$ cat src/rtl/spi_sb_pkg.sv
package spi_sb_pkg;
  typedef enum logic {
    IRQ_XFER_END  = 1'b0,
    IRQ_BUF_EMPTY = 1'b1
  } irq_mode_e;
endpackage

$ cat src/rtl/spi_sb_sync.sv
module spi_sb_sync #(
  parameter int W = 2,
  parameter int STAGES = 2,
  parameter logic [W-1:0] RST_VAL = '0
) (
  input  logic         clk,
  input  logic         rst,
  input  logic [W-1:0] d,
  output logic [W-1:0] q
);
  logic [W-1:0] st [STAGES];

  for (genvar g = 0; g < STAGES; g++) begin : g_stage
    if (g == 0) begin : g_first
      always_ff @(posedge clk) begin
        if (rst) st[0] <= RST_VAL;
        else     st[0] <= d;
      end
    end else begin : g_next
      always_ff @(posedge clk) begin
        if (rst) st[g] <= RST_VAL;
        else     st[g] <= st[g-1];
      end
    end
  end

  assign q = st[STAGES-1];
endmodule

$ cat src/rtl/spi_sb_shifter.sv
module spi_sb_shifter #(
  parameter int DW = 8
) (
  input  logic          clk,
  input  logic          rst,
  input  logic          en,
  input  logic          sck_fall,
  input  logic          sck_rise,
  input  logic          si_s,
  input  logic          buf_full,
  input  logic [DW-1:0] pend,
  output logic          so,
  output logic          busy,
  output logic          take,
  output logic          done,
  output logic          start_empty,
  output logic [DW-1:0] rx_byte
);
  localparam int CW = (DW > 2) ? $clog2(DW) : 1;
  localparam logic [CW-1:0] LAST_BIT = CW'(DW - 1);

  logic [DW-1:0] sh;
  logic [DW-1:0] last_tx;
  logic [CW-1:0] cnt;
  logic          start;

  assign start       = sck_fall && !busy;
  assign done        = sck_rise && busy && (cnt == LAST_BIT);
  assign take        = (start || done) && buf_full;
  assign start_empty = start && !buf_full;
  assign rx_byte     = {sh[DW-2:0], si_s};

  always_ff @(posedge clk) begin
    if (rst || !en) begin
      sh      <= '0;
      last_tx <= '0;
      cnt     <= '0;
      busy    <= 1'b0;
      so      <= 1'b0;
    end else if (start) begin
      busy <= 1'b1;
      cnt  <= '0;
      if (buf_full) begin
        sh      <= pend;
        last_tx <= pend;
        so      <= pend[DW-1];
      end else begin
        sh <= last_tx;
        so <= last_tx[DW-1];
      end
    end else if (sck_fall) begin
      so <= sh[DW-1];
    end else if (sck_rise && busy) begin
      if (done) begin
        cnt <= '0;
        if (buf_full) begin
          sh      <= pend;
          last_tx <= pend;
        end else begin
          busy <= 1'b0;
        end
      end else begin
        sh  <= rx_byte;
        cnt <= cnt + 1'b1;
      end
    end
  end
endmodule

$ cat src/rtl/spi_sb_dreg.sv
module spi_sb_dreg #(
  parameter int DW = 8
) (
  input  logic          clk,
  input  logic          rst,
  input  logic          en,
  input  logic          wr_en,
  input  logic [DW-1:0] wr_data,
  input  logic          take,
  input  logic          done,
  input  logic [DW-1:0] rx_byte,
  output logic [DW-1:0] dreg,
  output logic          full
);
  always_ff @(posedge clk) begin
    if (rst || !en) begin
      dreg <= '0;
      full <= 1'b0;
    end else begin
      if (done) dreg <= rx_byte;
      if (take) full <= 1'b0;
      if (wr_en) begin
        dreg <= wr_data;
        full <= 1'b1;
      end
    end
  end
endmodule

$ cat src/rtl/spi_slave_buf.sv
module spi_slave_buf #(
  parameter int DW = 8,
  parameter int SYNC_STAGES = 2
) (
  input  logic          clk,
  input  logic          rst,
  input  logic          en,
  input  logic          wr_en,
  input  logic [DW-1:0] wr_data,
  input  logic          irq_mode,
  output logic [DW-1:0] rd_data,
  output logic          buf_full,
  output logic          busy,
  output logic          underrun,
  output logic          irq,
  input  logic          sck,
  input  logic          si,
  output logic          so
);
  import spi_sb_pkg::*;

  logic [1:0]    pins_s;
  logic          sck_s, si_s, sck_d;
  logic          sck_fall, sck_rise;
  logic          take, done, start_empty;
  logic [DW-1:0] rx_byte;
  irq_mode_e     mode;

  assign mode = irq_mode_e'(irq_mode);

  spi_sb_sync #(.W(2), .STAGES(SYNC_STAGES), .RST_VAL(2'b01)) u_sync (
    .clk(clk), .rst(rst), .d({si, sck}), .q(pins_s)
  );
  assign sck_s = pins_s[0];
  assign si_s  = pins_s[1];

  always_ff @(posedge clk) begin
    if (rst) sck_d <= 1'b1;
    else     sck_d <= sck_s;
  end
  assign sck_fall = sck_d && !sck_s;
  assign sck_rise = !sck_d && sck_s;

  spi_sb_shifter #(.DW(DW)) u_shift (
    .clk(clk), .rst(rst), .en(en), .sck_fall(sck_fall), .sck_rise(sck_rise),
    .si_s(si_s), .buf_full(buf_full), .pend(rd_data), .so(so), .busy(busy),
    .take(take), .done(done), .start_empty(start_empty), .rx_byte(rx_byte)
  );

  spi_sb_dreg #(.DW(DW)) u_dreg (
    .clk(clk), .rst(rst), .en(en), .wr_en(wr_en), .wr_data(wr_data),
    .take(take), .done(done), .rx_byte(rx_byte), .dreg(rd_data), .full(buf_full)
  );

  always_ff @(posedge clk) begin
    if (rst || !en) begin
      irq      <= 1'b0;
      underrun <= 1'b0;
    end else begin
      irq <= (take && mode == IRQ_BUF_EMPTY) || (done && mode == IRQ_XFER_END);
      if (start_empty) underrun <= 1'b1;
    end
  end
endmodule

$ cat config.mk
export PLATFORM = sky130hd
export DESIGN_NAME = spi_slave_buf
export DESIGN_NICKNAME = d
export VERILOG_FILES = /design/src/rtl/spi_sb_pkg.sv /design/src/rtl/spi_sb_sync.sv /design/src/rtl/spi_sb_shifter.sv /design/src/rtl/spi_sb_dreg.sv /design/src/rtl/spi_slave_buf.sv
export SDC_FILE = /design/constraint.sdc
export NUM_CORES = 1
export LEC_CHECK = 0
export BUFFER_PORTS_ARGS = -buffer_cell sky130_fd_sc_hd__buf_2
export CAP_MARGIN = 10
export CORE_MARGIN = 3
export CORE_UTILIZATION = 41
export CTS_BUF_LIST = sky130_fd_sc_hd__clkbuf_16
export DETAILED_ROUTE_END_ITERATION = 10
export PLACE_DENSITY = 0.58
export SYNTH_ARGS = -nofsm -noshare
export SYNTH_HDL_FRONTEND = slang
export SYNTH_HIERARCHICAL = 1
export SYNTH_SLANG_ARGS = --single-unit
$ cat constraint.sdc
create_clock -name clk -period 3.4 [get_ports clk]
set_input_delay 0.17 -clock clk [delete_from_list [all_inputs] [get_ports clk]]
set_output_delay 0.17 -clock clk [all_outputs]
set_load 0.05 [all_outputs]
* Word level (Yosys, flattened, before mapping)
Memories as Yosys holds them, arrays and structs flattened.
Index checks and enable logic that the tools add are counted.
** Cells by class
- Add/sub/neg operators :: 1
- Multiply operators :: 0
- Divide/modulo/power cells :: 0
- Order comparisons :: 0
- Equal/unequal tests :: 4
- Shifts and indexed selects :: 0
- Muxes and demuxes :: 28
- Bitwise gates (word level) :: 4
- Reductions and logical operators :: 27
** Operators with widths (number)
- $mux 8 :: 12
- $mux 1 :: 13
- $reduce_bool 2->1 :: 5
- $logic_and 1x1->1 :: 9
- $reduce_and 3->1 :: 2
- $logic_not 1->1 :: 5
- $mux 2 :: 2
- $ne 2x2->1 const B :: 2
- $reduce_and 4->1 :: 1
- $add 3x1->3 const B :: 1
- $eq 3x3->1 const B :: 1
- $logic_or 1x1->1 :: 3
- $mux 3 :: 1
- $ne 3x1->1 const B :: 1
- $not 1->1 :: 2
- $or 1x1->1 :: 2
- $reduce_and 2->1 :: 1
- $reduce_or 2->1 :: 1
** Word-level totals
- Flip-flop bits (word level) :: 33
- Latch bits :: 0
- RAM bits :: 4
- Memory bits (read-only) :: 0
- Input port bits :: 15
- Output and inout port bits :: 13
- Word-level logic and storage cells :: 75
- Memories :: 1
** Memory list
- u_sync.st :: depth 2, bits a word 2, read ports 2, clocked after Yosys merged registers in 0, wr ports 2, line spi_sb_sync.sv:11 : logic [W-1:0] st [STAGES];

* Longest topological paths before layout
Gate-level depths: netlist (run 1).
- Word-level depth :: 8
- Depth in mapped cells :: 9
- Mapped depth without buffers :: 6

* Modules after synthesis
Netlist (run 1), hierarchy kept.
** By module, submodules not included
- spi_sb_shifter :: instances 1, cells an instance 153, area each 1285.0 µm², sequential area each 420.4 µm²
- spi_sb_dreg :: instances 1, cells an instance 39, area each 411.6 µm², sequential area each 180.2 µm²
- spi_slave_buf :: instances 1, cells an instance 11, area each 113.9 µm², sequential area each 60.1 µm²
- spi_sb_sync :: instances 1, cells an instance 8, area each 105.1 µm², sequential area each 80.1 µm²

* Worst setup path before layout (run 1)
Ideal clock, no wire load.
- Path kind :: register -> register
- Start :: register u_dreg.full
- End :: register u_dreg.full
- Library setup time :: 132 ps
- Data arrival time :: 1761 ps
- Required time :: 3268 ps
- Setup slack :: 1507 ps
- Cell stages (with the launch flop) :: 7
- Buffers on the path :: 3
- Period minus slack after synthesis :: 1893 ps
- Cells stage by stage :: dfxtp_1 -> buf_2 -> buf_2 -> buf_2 -> a21boi_0 -> nand2b_1 -> a21oi_1
** Between the ends
- Longest elaborated chain between the ends :: 2
** Ends and longest elaborated chain
- start, declared :: line spi_sb_dreg.sv:13 : output logic full
- start signal, assigned :: line spi_sb_dreg.sv:18 : full <= 1'b0;
- start signal, assigned :: line spi_sb_dreg.sv:21 : if (take) full <= 1'b0;
- start signal, assigned :: line spi_sb_dreg.sv:24 : full <= 1'b1;
- $logic_and 1x1->1 :: line spi_sb_shifter.sv:29 : assign take = (start || done) && buf_full;
- via take :: line spi_slave_buf.sv:25 : logic take, done, start_empty;
- $reduce_bool 2->1 (no source line)
The timed path passes the listed nets, and every way through them passes these cells.
A chain may end at the register's enable or synchronous reset.

* Worst setup path after layout (run 1)
- Start :: register u_shift.cnt[0]
- End :: register u_dreg.dreg[1]
** Between the ends
- Longest elaborated chain between the ends :: 3
** Ends and longest elaborated chain
- start, declared :: line spi_sb_shifter.sv:24 : logic [CW-1:0] cnt;
- start signal, assigned :: line spi_sb_shifter.sv:64 : cnt <= cnt + 1'b1;
- $eq 3x3->1 :: line spi_sb_shifter.sv:28 : assign done = sck_rise && busy && (cnt == LAST_BIT);
- $logic_and 1x1->1 :: line spi_sb_shifter.sv:28
- via done :: line spi_slave_buf.sv:25
- $reduce_bool 2->1 (no source line)
- end signal, assigned :: line spi_sb_dreg.sv:20 : if (done) dreg <= rx_byte;
- end signal, assigned :: line spi_sb_dreg.sv:23 : dreg <= wr_data;
- end, declared :: line spi_sb_dreg.sv:12 : output logic [DW-1:0] dreg,
The timed path passes the listed nets, and every way through them passes these cells.

==> reports/metrics.json, run 1 <==
{
  "routing": {
    "detail_route.first_pass.iterations": 4,
    "viasPerCell": 5.48,
    "drt_iter0_markers": 72,
    "vias": 1519,
    "detail-route-antenna-nets": 0,
    "route.final.wire_length_um": 4210,
    "route.detailed.wl_per_inst_um": 15.2,
    "drc": 0
  },
  "clock_tree": {
    "cts_hold_buf": 0,
    "htree_num_levels": 2,
    "clock_tree_from_tritoncts": "done",
    "clk_latency_ns": 0.28,
    "cts.sinks": 37,
    "numCtsBuffers": 5,
    "clock_path_buffers": 2,
    "cts.clk_slew.worst_paths_ns": 0.05,
    "cts_root_buf": "sky130_fd_sc_hd__clkbuf_16",
    "cells_resized_by_post_cts_repair": 0,
    "cts.repair_timing.setup_buffer_count": 0
  },
  "yosys": {
    "fraction_of_the_yosys_area_taken_by_sequential_cells_pct": 38.7,
    "ys_types": 37,
    "synth_top_area_share_pct": 38.7,
    "post_synth_inst_count": 211,
    "avgSynthCellArea_sq_um": 9.08,
    "synth_enable_flop_cells": 0,
    "top_post_synthesis_cells_by_area": "sky130_fd_sc_hd__dfxtp_1, sky130_fd_sc_hd__mux2i_1, sky130_fd_sc_hd__o211ai_1",
    "ys.warnings.count": 6,
    "synth-main-ff-cell": "sky130_fd_sc_hd__dfxtp_1",
    "syn-cell-area_sq_um": 1920,
    "synth_top_area_cell": "sky130_fd_sc_hd__dfxtp_1",
    "synth-seq-cells": 37,
    "async_set_or_reset_register_ratio_after_synthesis_pct": 0,
    "mappedNetlistNets": 228
  },
  "timing": {
    "tns_ns": 0,
    "timing.final.crit_share_pct": 67.6,
    "slew-limit-headroom_pct": 50.8,
    "timing_worst_slew_pin_value_ns": 0.736,
    "post-route-min-period_ns": 2.30,
    "report.final.setup_viol": 0,
    "finClkSkew_ns": 0.00186,
    "final_max_slew_viol_count": 0,
    "setup_repair_after_global_routing_missed_its_margin": "false",
    "worst_hold_slack_ns": 0.0670,
    "report.final.hold_viol_count": 0,
    "max_clock_freq_ghz": 0.435
  },
  "layout": {
    "antenna_cells_inserted": 0,
    "area_growth_pct": 11.4,
    "drive_gt1_share_pct": 19.6,
    "num-nets-final": 241,
    "utilization_pct": 48.0,
    "post_layout_nonfiller_instances": 277,
    "filler_cell_count": 450
  },
  "global_route": {
    "groute.layer.met1.usage_pct": 23.4,
    "use_met3_pct": 3.78,
    "globalRouteMet2Util_pct": 26.0,
    "maximum_number_of_pins_on_one_net_before_global_route_repair": 22,
    "globalRoute.totalOverflow": 0,
    "grt-busiest-layer": "met2",
    "grt_first_pass_wirelength_um": 7070,
    "grt_pass1_vias": 1448,
    "grt_antenna_before_repair": 0,
    "gr-usage-all-layers_pct": 16.9
  },
  "floorplan": {
    "num_io_pins": 28,
    "fp.dieArea_sq_um": 5530,
    "core_area_sq_um": 4440,
    "fp-row-count": 24,
    "chip_height_um": 74.4,
    "initial_utilization_pct": 43.1,
    "chipWidth_um": 74.4
  },
  "placement": {
    "dp_cells": 269,
    "hpwl_um": 2830,
    "globalplace.congestion": 0.763,
    "number_of_i_o_port_buffers": 27
  },
  "pwr": {
    "total_power_mw": 0.963,
    "cellPowerDensity_nw_per_um2": 451,
    "peakVddDrop_mv": 0.285,
    "cellLeakagePower_nw": 0.806
  },
  "worst_setup_path": {
    "setup.worst_path.start_class": "flip-flop",
    "critical_path_peak_fanout": 21,
    "critical-path-max-stage-delay_ns": 0.60,
    "crit_path_cell_trace": "ha_1 -> ha_1 -> nand3_1 -> inv_1 -> mux2i_1 -> a211oi_2",
    "critical_path.endpoint_type": "flip-flop",
    "path_common_cell": "sky130_fd_sc_hd__ha_1",
    "cp_slowest_cell": "sky130_fd_sc_hd__ha_1",
    "crit_type": "reg -> reg",
    "critical_path_buf_inv_count": 1,
    "critPathArrivalTime_ns": 2.44,
    "cp.required_ns": 3.54,
    "critical-path-top-delay-family": "adder cells",
    "worst_r2r_startpoint": "u_shift/cnt[0]",
    "crit_start": "u_shift/cnt[0]"
  },
  "min_path": {
    "timing.hold.worst.start": "sck",
    "timing.hold.worst.class": "in -> reg"
  },
  "run_status": {
    "run_status": "finished clean"
  },
  "run": {
    "maxCapViolations": 0
  }
}
-- state kept, by name, summed over array words and instances, names as in the netlist --
name / flops
u_dreg/dreg: 8
u_shift/so: 1
irq: 1
u_shift/busy: 1
underrun: 1
u_sync/st: 4
u_dreg/full: 1
u_shift/last_tx: 8
u_shift/cnt: 3
u_shift/sh: 8
sck_d: 1
-- cell usage after synthesis, types with 2 or more instances --
library cell / number
sky130_fd_sc_hd__a211oi_1: 7
sky130_fd_sc_hd__a21oi_1: 13
sky130_fd_sc_hd__a221o_1: 8
sky130_fd_sc_hd__buf_2: 6
sky130_fd_sc_hd__buf_4: 8
sky130_fd_sc_hd__clkbuf_1: 6
sky130_fd_sc_hd__dfxtp_1: 37
sky130_fd_sc_hd__ha_1: 2
sky130_fd_sc_hd__inv_1: 12
sky130_fd_sc_hd__mux2i_1: 17
sky130_fd_sc_hd__nand2b_1: 4
sky130_fd_sc_hd__nand3_1: 9
sky130_fd_sc_hd__nor2_1: 12
sky130_fd_sc_hd__nor2b_1: 17
sky130_fd_sc_hd__o211ai_1: 18
sky130_fd_sc_hd__o21ai_0: 12
sky130_fd_sc_hd__or2_1: 3
-- cell families (layout without fill, tap and decap cells) --
kind of cell | after synthesis | count (layout) | share of synthesized area [%]
AND/OR/NAND/NOR | 57 | 57 | 18.6
multiplexers | 18 | 18 | 9.47
flip-flops | 37 | 37 | 38.7
AO/OA/AOI/OAI | 62 | 62 | 22.7
buffers and inverters | 35 | 49 | 9.27
adder cells (fa/ha/maj) | 2 | 2 | 1.31
-- through the flow --
step / worst slack (ns) / area [sq um]
after floorplan: 1.51 / 1920
after global placement: 1.21 / 1990
after detailed placement: 1.13 / 1990
after CTS: 1.11 / 2130
after global routing: 0.930 / 2130
final: 1.10 / 2130
-- cell usage in the layout, fill, tap and decap left out, drive strengths merged --
cell     Yosys  layout
a211oi       8       8
a21boi       1       1
a21oi       13      13
a221o        8       8
and2         1       1
and2b        1       1
and3         1       1
and4b        2       2
and4bb       1       1
buf         15      28
clkbuf       7       5
clkinv       0       2
dfxtp       37      37
ha           2       2
inv         13      14
mux2         1       1
mux2i       17      17
nand2        1       1
nand2b       5       5
nand3        9       9
nand3b       2       2
nand4bb      1       1
nor2        12      12
nor2b       17      17
nor3         1       1
o2111a       1       1
o211ai      18      18
o21ai       12      12
o221ai       1       1
or2          3       3
-- report_power, final --
group	total [mW]	internal, mW	leakage, nW	switching, mW
logic	0.0733	0.0246	0.431	0.0488
registers	0.452	0.442	0.300	0.0104
clock network	0.437	0.266	0.0748	0.171
-- worst paths after layout --
| check | slack [ns] | to | cells past startpoint |
|---|---|---|---|
| hold reg to reg | 0.41 | u_sync/st[1][0] | 1 |
| setup reg to reg | 1.10 | u_dreg/dreg[1] | 6 |
| setup / recovery | 1.10 | u_dreg/dreg[1] | 6 |
| hold / removal | 0.07 | u_sync/st[0][0] | 2 |
-- cell type report --
cell class	count	area (sq um)	share of cell area, %
clock buffer	5	125	5.87
clock inverter	3	13.8	0.645
inverter	13	48.8	2.29
multi-input combinational	139	997	46.7
sequential	37	741	34.7
tap	52	65.1	3.05
timing repair buffer	28	143	6.69
-- per-layer routing --
| metal | routed length [um] | share of wire [%] |
|---|---|---|
| met1 | 2130 | 51 |
| met2 | 1870 | 44 |
| met3 | 170 | 4.0 |
| met4 | 42 | 1.0 |
| met5 | 0 | 0 |
(Power assumes the default switching activity.)
==> run 2: changes to the inputs <==
==> constraint.sdc (replaced) <==
create_clock -name clk -period 2.3 [get_ports clk]
set_input_delay 0.115 -clock clk [delete_from_list [all_inputs] [get_ports clk]]
set_output_delay 0.115 -clock clk [all_outputs]
set_load 0.05 [all_outputs]
==> reports/metrics.json, run 2 (synthesis results as in run 1) <==
{
  "timing": {
    "setup_repair_after_global_routing_missed_its_margin": "false",
    "report.final.setup_viol": 0,
    "max_clock_freq_ghz": 0.524,
    "timing.final.crit_share_pct": 82.9,
    "finClkSkew_ns": 0.000920,
    "final_max_slew_viol_count": 0,
    "slew-limit-headroom_pct": 60.9,
    "report.final.hold_viol_count": 0,
    "post-route-min-period_ns": 1.91,
    "timing_worst_slew_pin_value_ns": 0.585,
    "tns_ns": 0
  },
  "layout": {
    "area_growth_pct": 12.5,
    "drive_gt1_share_pct": 20.7,
    "register_area_sq_um": 741,
    "mostFrequentLayoutCell": "sky130_fd_sc_hd__dfxtp_1",
    "post_layout_nonfiller_instances": 279,
    "biggestRegsByFlops": "u_dreg/dreg: 8 flops, u_shift/last_tx: 8 flops, u_shift/sh: 8 flops",
    "multi_input_area_sq_um": 997,
    "filler_cell_count": 456,
    "antenna_cells_inserted": 0,
    "num-nets-final": 245,
    "most-common-layout-cells": "sky130_fd_sc_hd__dfxtp_1, sky130_fd_sc_hd__buf_2, sky130_fd_sc_hd__o211ai_1, sky130_fd_sc_hd__nor2b_1, sky130_fd_sc_hd__mux2i_1"
  },
  "clock_tree": {
    "cells_resized_by_post_cts_repair": 0,
    "cts_hold_buf": 0,
    "cts.repair_timing.setup_buffer_count": 0,
    "cts_root_buf": "sky130_fd_sc_hd__clkbuf_16",
    "cts.sinks": 37,
    "htree_num_levels": 2,
    "cts.clk_slew.worst_paths_ns": 0.05,
    "numCtsBuffers": 5,
    "clk_latency_ns": 0.27,
    "clock_path_buffers": 2,
    "clock_tree_from_tritoncts": "done"
  },
  "pwr": {
    "clkPwrFrac_pct": 44.6,
    "fraction_of_power_consumed_by_combinational_cells_pct": 8.1,
    "cellPowerDensity_nw_per_um2": 654,
    "p_int_mw": 1.08,
    "peakVddDrop_mv": 0.355,
    "power.sequential.fraction_pct": 47.3,
    "power_switching_share_pct": 23.5,
    "switchingPower_mw": 0.331,
    "cellLeakagePower_nw": 0.817
  },
  "floorplan": {
    "fp.dieArea_sq_um": 5530,
    "core_area_sq_um": 4440,
    "fp-row-count": 24,
    "chipWidth_um": 74.4,
    "initial_utilization_pct": 43.1,
    "num_io_pins": 28,
    "chip_height_um": 74.4
  },
  "worst_setup_path": {
    "critical_path_buf_inv_count": 1,
    "critical_path.endpoint_type": "flip-flop",
    "worst_r2r_startpoint": "u_sync/st[1][0]",
    "cp_slowest_cell": "sky130_fd_sc_hd__nor2b_1",
    "critical_path_peak_fanout": 9,
    "crit_type": "reg -> reg",
    "setup.worst_path.start_class": "flip-flop",
    "crit_path_cell_trace": "nor2b_1 -> nand3_1 -> inv_1 -> mux2i_1 -> a211oi_2",
    "critical-path-top-delay-family": "simple AND/OR/NAND/NOR gates",
    "cp.required_ns": 2.44,
    "crit_start": "u_sync/st[1][0]",
    "critical-path-max-stage-delay_ns": 0.45,
    "critPathArrivalTime_ns": 2.05
  },
  "global_route": {
    "maximum_number_of_pins_on_one_net_before_global_route_repair": 18,
    "grt_antenna_before_repair": 0,
    "gr-usage-all-layers_pct": 17.2,
    "grt_first_pass_wirelength_um": 7220,
    "globalRoute.totalOverflow": 0,
    "grt_pass1_vias": 1476
  },
  "routing": {
    "detail_route.first_pass.iterations": 4,
    "viasPerCell": 5.70,
    "vias": 1591,
    "detail-route-antenna-nets": 0,
    "drc": 0,
    "drt_iter0_markers": 95,
    "route.final.wire_length_um": 4350,
    "route.detailed.wl_per_inst_um": 15.6
  },
  "placement": {
    "dp_cells": 273,
    "number_of_i_o_port_buffers": 27,
    "hpwl_um": 2950,
    "globalplace.congestion": 0.744
  },
  "min_path": {
    "timing.hold.worst.class": "in -> reg",
    "timing.hold.worst.start": "sck"
  },
  "run": {
    "maxCapViolations": 0
  },
  "run_status": {
    "run_status": "finished clean"
  }
}
-- run 2: cell type report --
class	count	share of cell area, %
clock buffer	5	5.81
clock inverter	1	0.232
inverter	13	2.26
multi-input combinational	139	46.3
sequential	37	34.4
tap	52	3.02
timing repair buffer	32	8.01
-- run 2: power groups by stage --
stage | clock (mW) | combinational (mW) | sequential (mW)
finish | 0.629 | 0.114 | 0.667
global route | 0.671 | 0.124 | 0.669
CTS | 0.644 | 0.114 | 0.667
detailed placement | 0 | 0.114 | 0.681
global placement | 0 | 0.114 | 0.680
floorplan | 0 | 0.0538 | 0.701
-- run 2: path summary, 6_finish.rpt --
check,to,slack (ns),cells after the start
worst max-delay path,u_dreg/dreg[1],0.39,5
worst min-delay path,u_sync/st[0][0],0.01,2
worst max register to register,u_dreg/dreg[1],0.39,5
worst min register to register,u_sync/st[1][0],0.40,1
-- run 2: worst register-to-register path: stages, from the launching register on --
cell and delay (ns):
sky130_fd_sc_hd__dfxtp_1 0.33, sky130_fd_sc_hd__nor2b_1 0.45, sky130_fd_sc_hd__nand3_1 0.20, sky130_fd_sc_hd__inv_1 0.44, sky130_fd_sc_hd__mux2i_1 0.27, sky130_fd_sc_hd__a211oi_2 0.08
-- run 2: layer usage --
layer / global-route usage (%) / routed length, um / up-vias
li1: - / - / 790
met1: 24.0 / 2110 / 752
met2: 26.4 / 1940 / 44
met3: 4.32 / 259 / 5
met4: 4.74 / 42 / 0
met5: 0 / 0 / -
-- run 2: through the flow --
step / hold WS [ns] / total power [mW] / utilization (%) / setup slack (ns) / cell area, sq um
floorplan: 0.187 / 0.755 / - / 0.407 / 1920
global placement: 0.290 / 0.794 / 45.6 / 0.453 / 2020
detailed placement: 0.296 / 0.795 / 45.6 / 0.384 / 2020
CTS: 0.0113 / 1.43 / 48.5 / 0.386 / 2150
global route: 0.0359 / 1.46 / 48.5 / 0.117 / 2150
finish: 0.0146 / 1.41 / 48.5 / 0.393 / 2150
==> run 3: changes to the inputs <==
--- a/config.mk
+++ b/config.mk
@@ -11,7 +11,7 @@
 export CORE_UTILIZATION = 41
 export CTS_BUF_LIST = sky130_fd_sc_hd__clkbuf_16
 export DETAILED_ROUTE_END_ITERATION = 10
-export PLACE_DENSITY = 0.58
+export PLACE_DENSITY = 0.61
 export SYNTH_ARGS = -nofsm -noshare
 export SYNTH_HDL_FRONTEND = slang
 export SYNTH_HIERARCHICAL = 1
==> constraint.sdc (replaced) <==
create_clock -name clk -period 1.6 [get_ports clk]
set_input_delay 0.08 -clock clk [delete_from_list [all_inputs] [get_ports clk]]
set_output_delay 0.08 -clock clk [all_outputs]
set_load 0.05 [all_outputs]
==> reports/metrics.json, run 3 (synthesis results as in run 1) <==
{
  "timing": {
    "setup_repair_after_global_routing_missed_its_margin": "true",
    "post-route-min-period_ns": 1.56,
    "tns_ns": 0,
    "timing.final.crit_share_pct": 97.3,
    "timing_worst_slew_pin_value_ns": 0.596,
    "worst_hold_slack_ns": 0.00764,
    "final_max_slew_viol_count": 0,
    "report.final.setup_viol": 0,
    "report.final.hold_viol_count": 0,
    "finClkSkew_ns": 0.00412,
    "max_clock_freq_ghz": 0.642,
    "slew-limit-headroom_pct": 60.1
  },
  "run_status": {
    "run_status": "finished clean"
  },
  "worst_setup_path": {
    "critPathArrivalTime_ns": 1.72,
    "critical-path-max-stage-delay_ns": 0.34,
    "worst_reg2reg_setup_slack_ns": 0.04,
    "path_common_cell": "sky130_fd_sc_hd__ha_4",
    "crit_type": "reg -> reg",
    "cp_slowest_cell": "sky130_fd_sc_hd__a221o_1",
    "ff_to_ff_path_depth": 5,
    "setup.worst_path.start_class": "flip-flop",
    "critical_path.endpoint_type": "flip-flop",
    "cp.required_ns": 1.77,
    "critical_path_peak_fanout": 8,
    "crit_path_cell_trace": "ha_4 -> ha_4 -> nor2b_4 -> o2111a_2 -> a221o_1"
  },
  "clock_tree": {
    "cts.clk_slew.worst_paths_ns": 0.05,
    "cts_root_buf": "sky130_fd_sc_hd__clkbuf_16",
    "clock_path_buffers": 2,
    "numCtsBuffers": 5,
    "htree_num_levels": 2,
    "clk_latency_ns": 0.28,
    "cts.sinks": 37,
    "clock_tree_from_tritoncts": "done"
  },
  "routing": {
    "drt_iter0_markers": 60,
    "drc": 0,
    "route.detailed.wl_per_inst_um": 14.8,
    "route.final.wire_length_um": 4320,
    "detail-route-antenna-nets": 0,
    "vias": 1575,
    "viasPerCell": 5.39,
    "detail_route.first_pass.iterations": 4
  },
  "floorplan": {
    "chip_height_um": 74.4,
    "chipWidth_um": 74.4,
    "core_area_sq_um": 4440,
    "fp.dieArea_sq_um": 5530,
    "fp-row-count": 24,
    "initial_utilization_pct": 43.1,
    "num_io_pins": 28
  },
  "run": {
    "maxCapViolations": 0
  },
  "global_route": {
    "grt-busiest-layer": "met2",
    "grt_pass1_vias": 1470,
    "gr-usage-all-layers_pct": 16.9,
    "globalRoute.totalOverflow": 0,
    "grt_antenna_before_repair": 0,
    "use_met3_pct": 5.14,
    "maximum_number_of_pins_on_one_net_before_global_route_repair": 20,
    "grt_first_pass_wirelength_um": 7030,
    "groute.layer.met1.usage_pct": 22.5,
    "globalRouteMet2Util_pct": 26.2
  },
  "placement": {
    "number_of_i_o_port_buffers": 27,
    "globalplace.congestion": 0.829,
    "hpwl_um": 2920,
    "dpl-instance-area_sq_um": 2120
  },
  "layout": {
    "most-common-layout-cells": "sky130_fd_sc_hd__dfxtp_1, sky130_fd_sc_hd__buf_2, sky130_fd_sc_hd__o211ai_1, sky130_fd_sc_hd__mux2i_1, sky130_fd_sc_hd__buf_4",
    "drive_gt1_share_pct": 29.2,
    "biggestRegsByFlops": "u_dreg/dreg: 8 flops, u_shift/last_tx: 8 flops, u_shift/sh: 8 flops",
    "area_growth_pct": 20.3,
    "multi_input_area_sq_um": 1050,
    "register_area_sq_um": 748,
    "num-nets-final": 256,
    "antenna_cells_inserted": 0,
    "filler_cell_count": 419,
    "mostFrequentLayoutCell": "sky130_fd_sc_hd__dfxtp_1",
    "design_area_sq_um": 2300
  },
  "min_path": {
    "min_delay_path_depth": 2,
    "timing.hold.worst.class": "in -> reg"
  },
  "pwr": {
    "cellPowerDensity_nw_per_um2": 899,
    "cellLeakagePower_nw": 0.883,
    "peakVddDrop_mv": 0.489
  }
}
[run 3: cell count changes in the layout (fill, tap and decap cells not counted), sizes merged]
cell / delta
dlygate4sd3: +1
clkinv: +1
inv: +1
buf: +10
[run 3: per-stage QoR]
step,utilization [%],power [mW],std cells,setup slack [ns]
finish,51.9,2.07,292,0.0433
global route,51.9,2.14,292,-0.00880
CTS,51.1,2.09,291,0.00196
detailed placement,47.7,1.15,282,-0.00360
global placement,47.7,1.15,282,0.0280
floorplan,-,1.09,211,-0.0248
[run 3: final cells by class]
| cell class | instances | share of cell area (%) |
|---|---|---|
| multi-input cells | 139 | 45.4 |
| well taps | 52 | 2.82 |
| inverters | 13 | 2.12 |
| repair buffers | 43 | 11.2 |
| clock buffers | 5 | 5.43 |
| flip-flops and latches | 37 | 32.5 |
| clock inverters | 3 | 0.597 |
[run 3: report_power, final]
group / switching (mW) / total, mW / internal [mW]
logic: 0.109 / 0.172 / 0.0633
registers: 0.0206 / 0.958 / 0.938
clock network: 0.376 / 0.941 / 0.565
total: 0.505 / 2.07 / 1.57
[run 3: repair_timing]
action                                 4_1_cts  5_1_grt
pin swaps                                    2        5
setup endpoints to repair                    4       17
setup buffers                                0        1
gates resized for setup                      1        5
endpoints found under the hold margin        1        0
hold buffers                                 1        0
[run 3: final timing paths]
path                                         to            start
worst max register to register    u_shift/sh[4]   u_shift/cnt[1]
worst min register to register  u_sync/st[1][0]  u_sync/st[0][0]
worst max-delay path              u_shift/sh[4]   u_shift/cnt[1]
worst min-delay path            u_sync/st[0][1]               si
[run 3: worst max-delay path: cells and delay by family, from the launching register on]
family	cells	cell delay, ns
adder cells (fa/ha/maj)	2	0.33
AND/OR/NAND/NOR	1	0.12
AO/OA/AOI/OAI	2	0.67
flip-flops	1	0.33
[run 3: layer usage]
metal,part of all wire [%],vias up
met5,0,-
met4,1.7,0
met3,5.0,6
met2,43,38
met1,51,722
li1,-,809
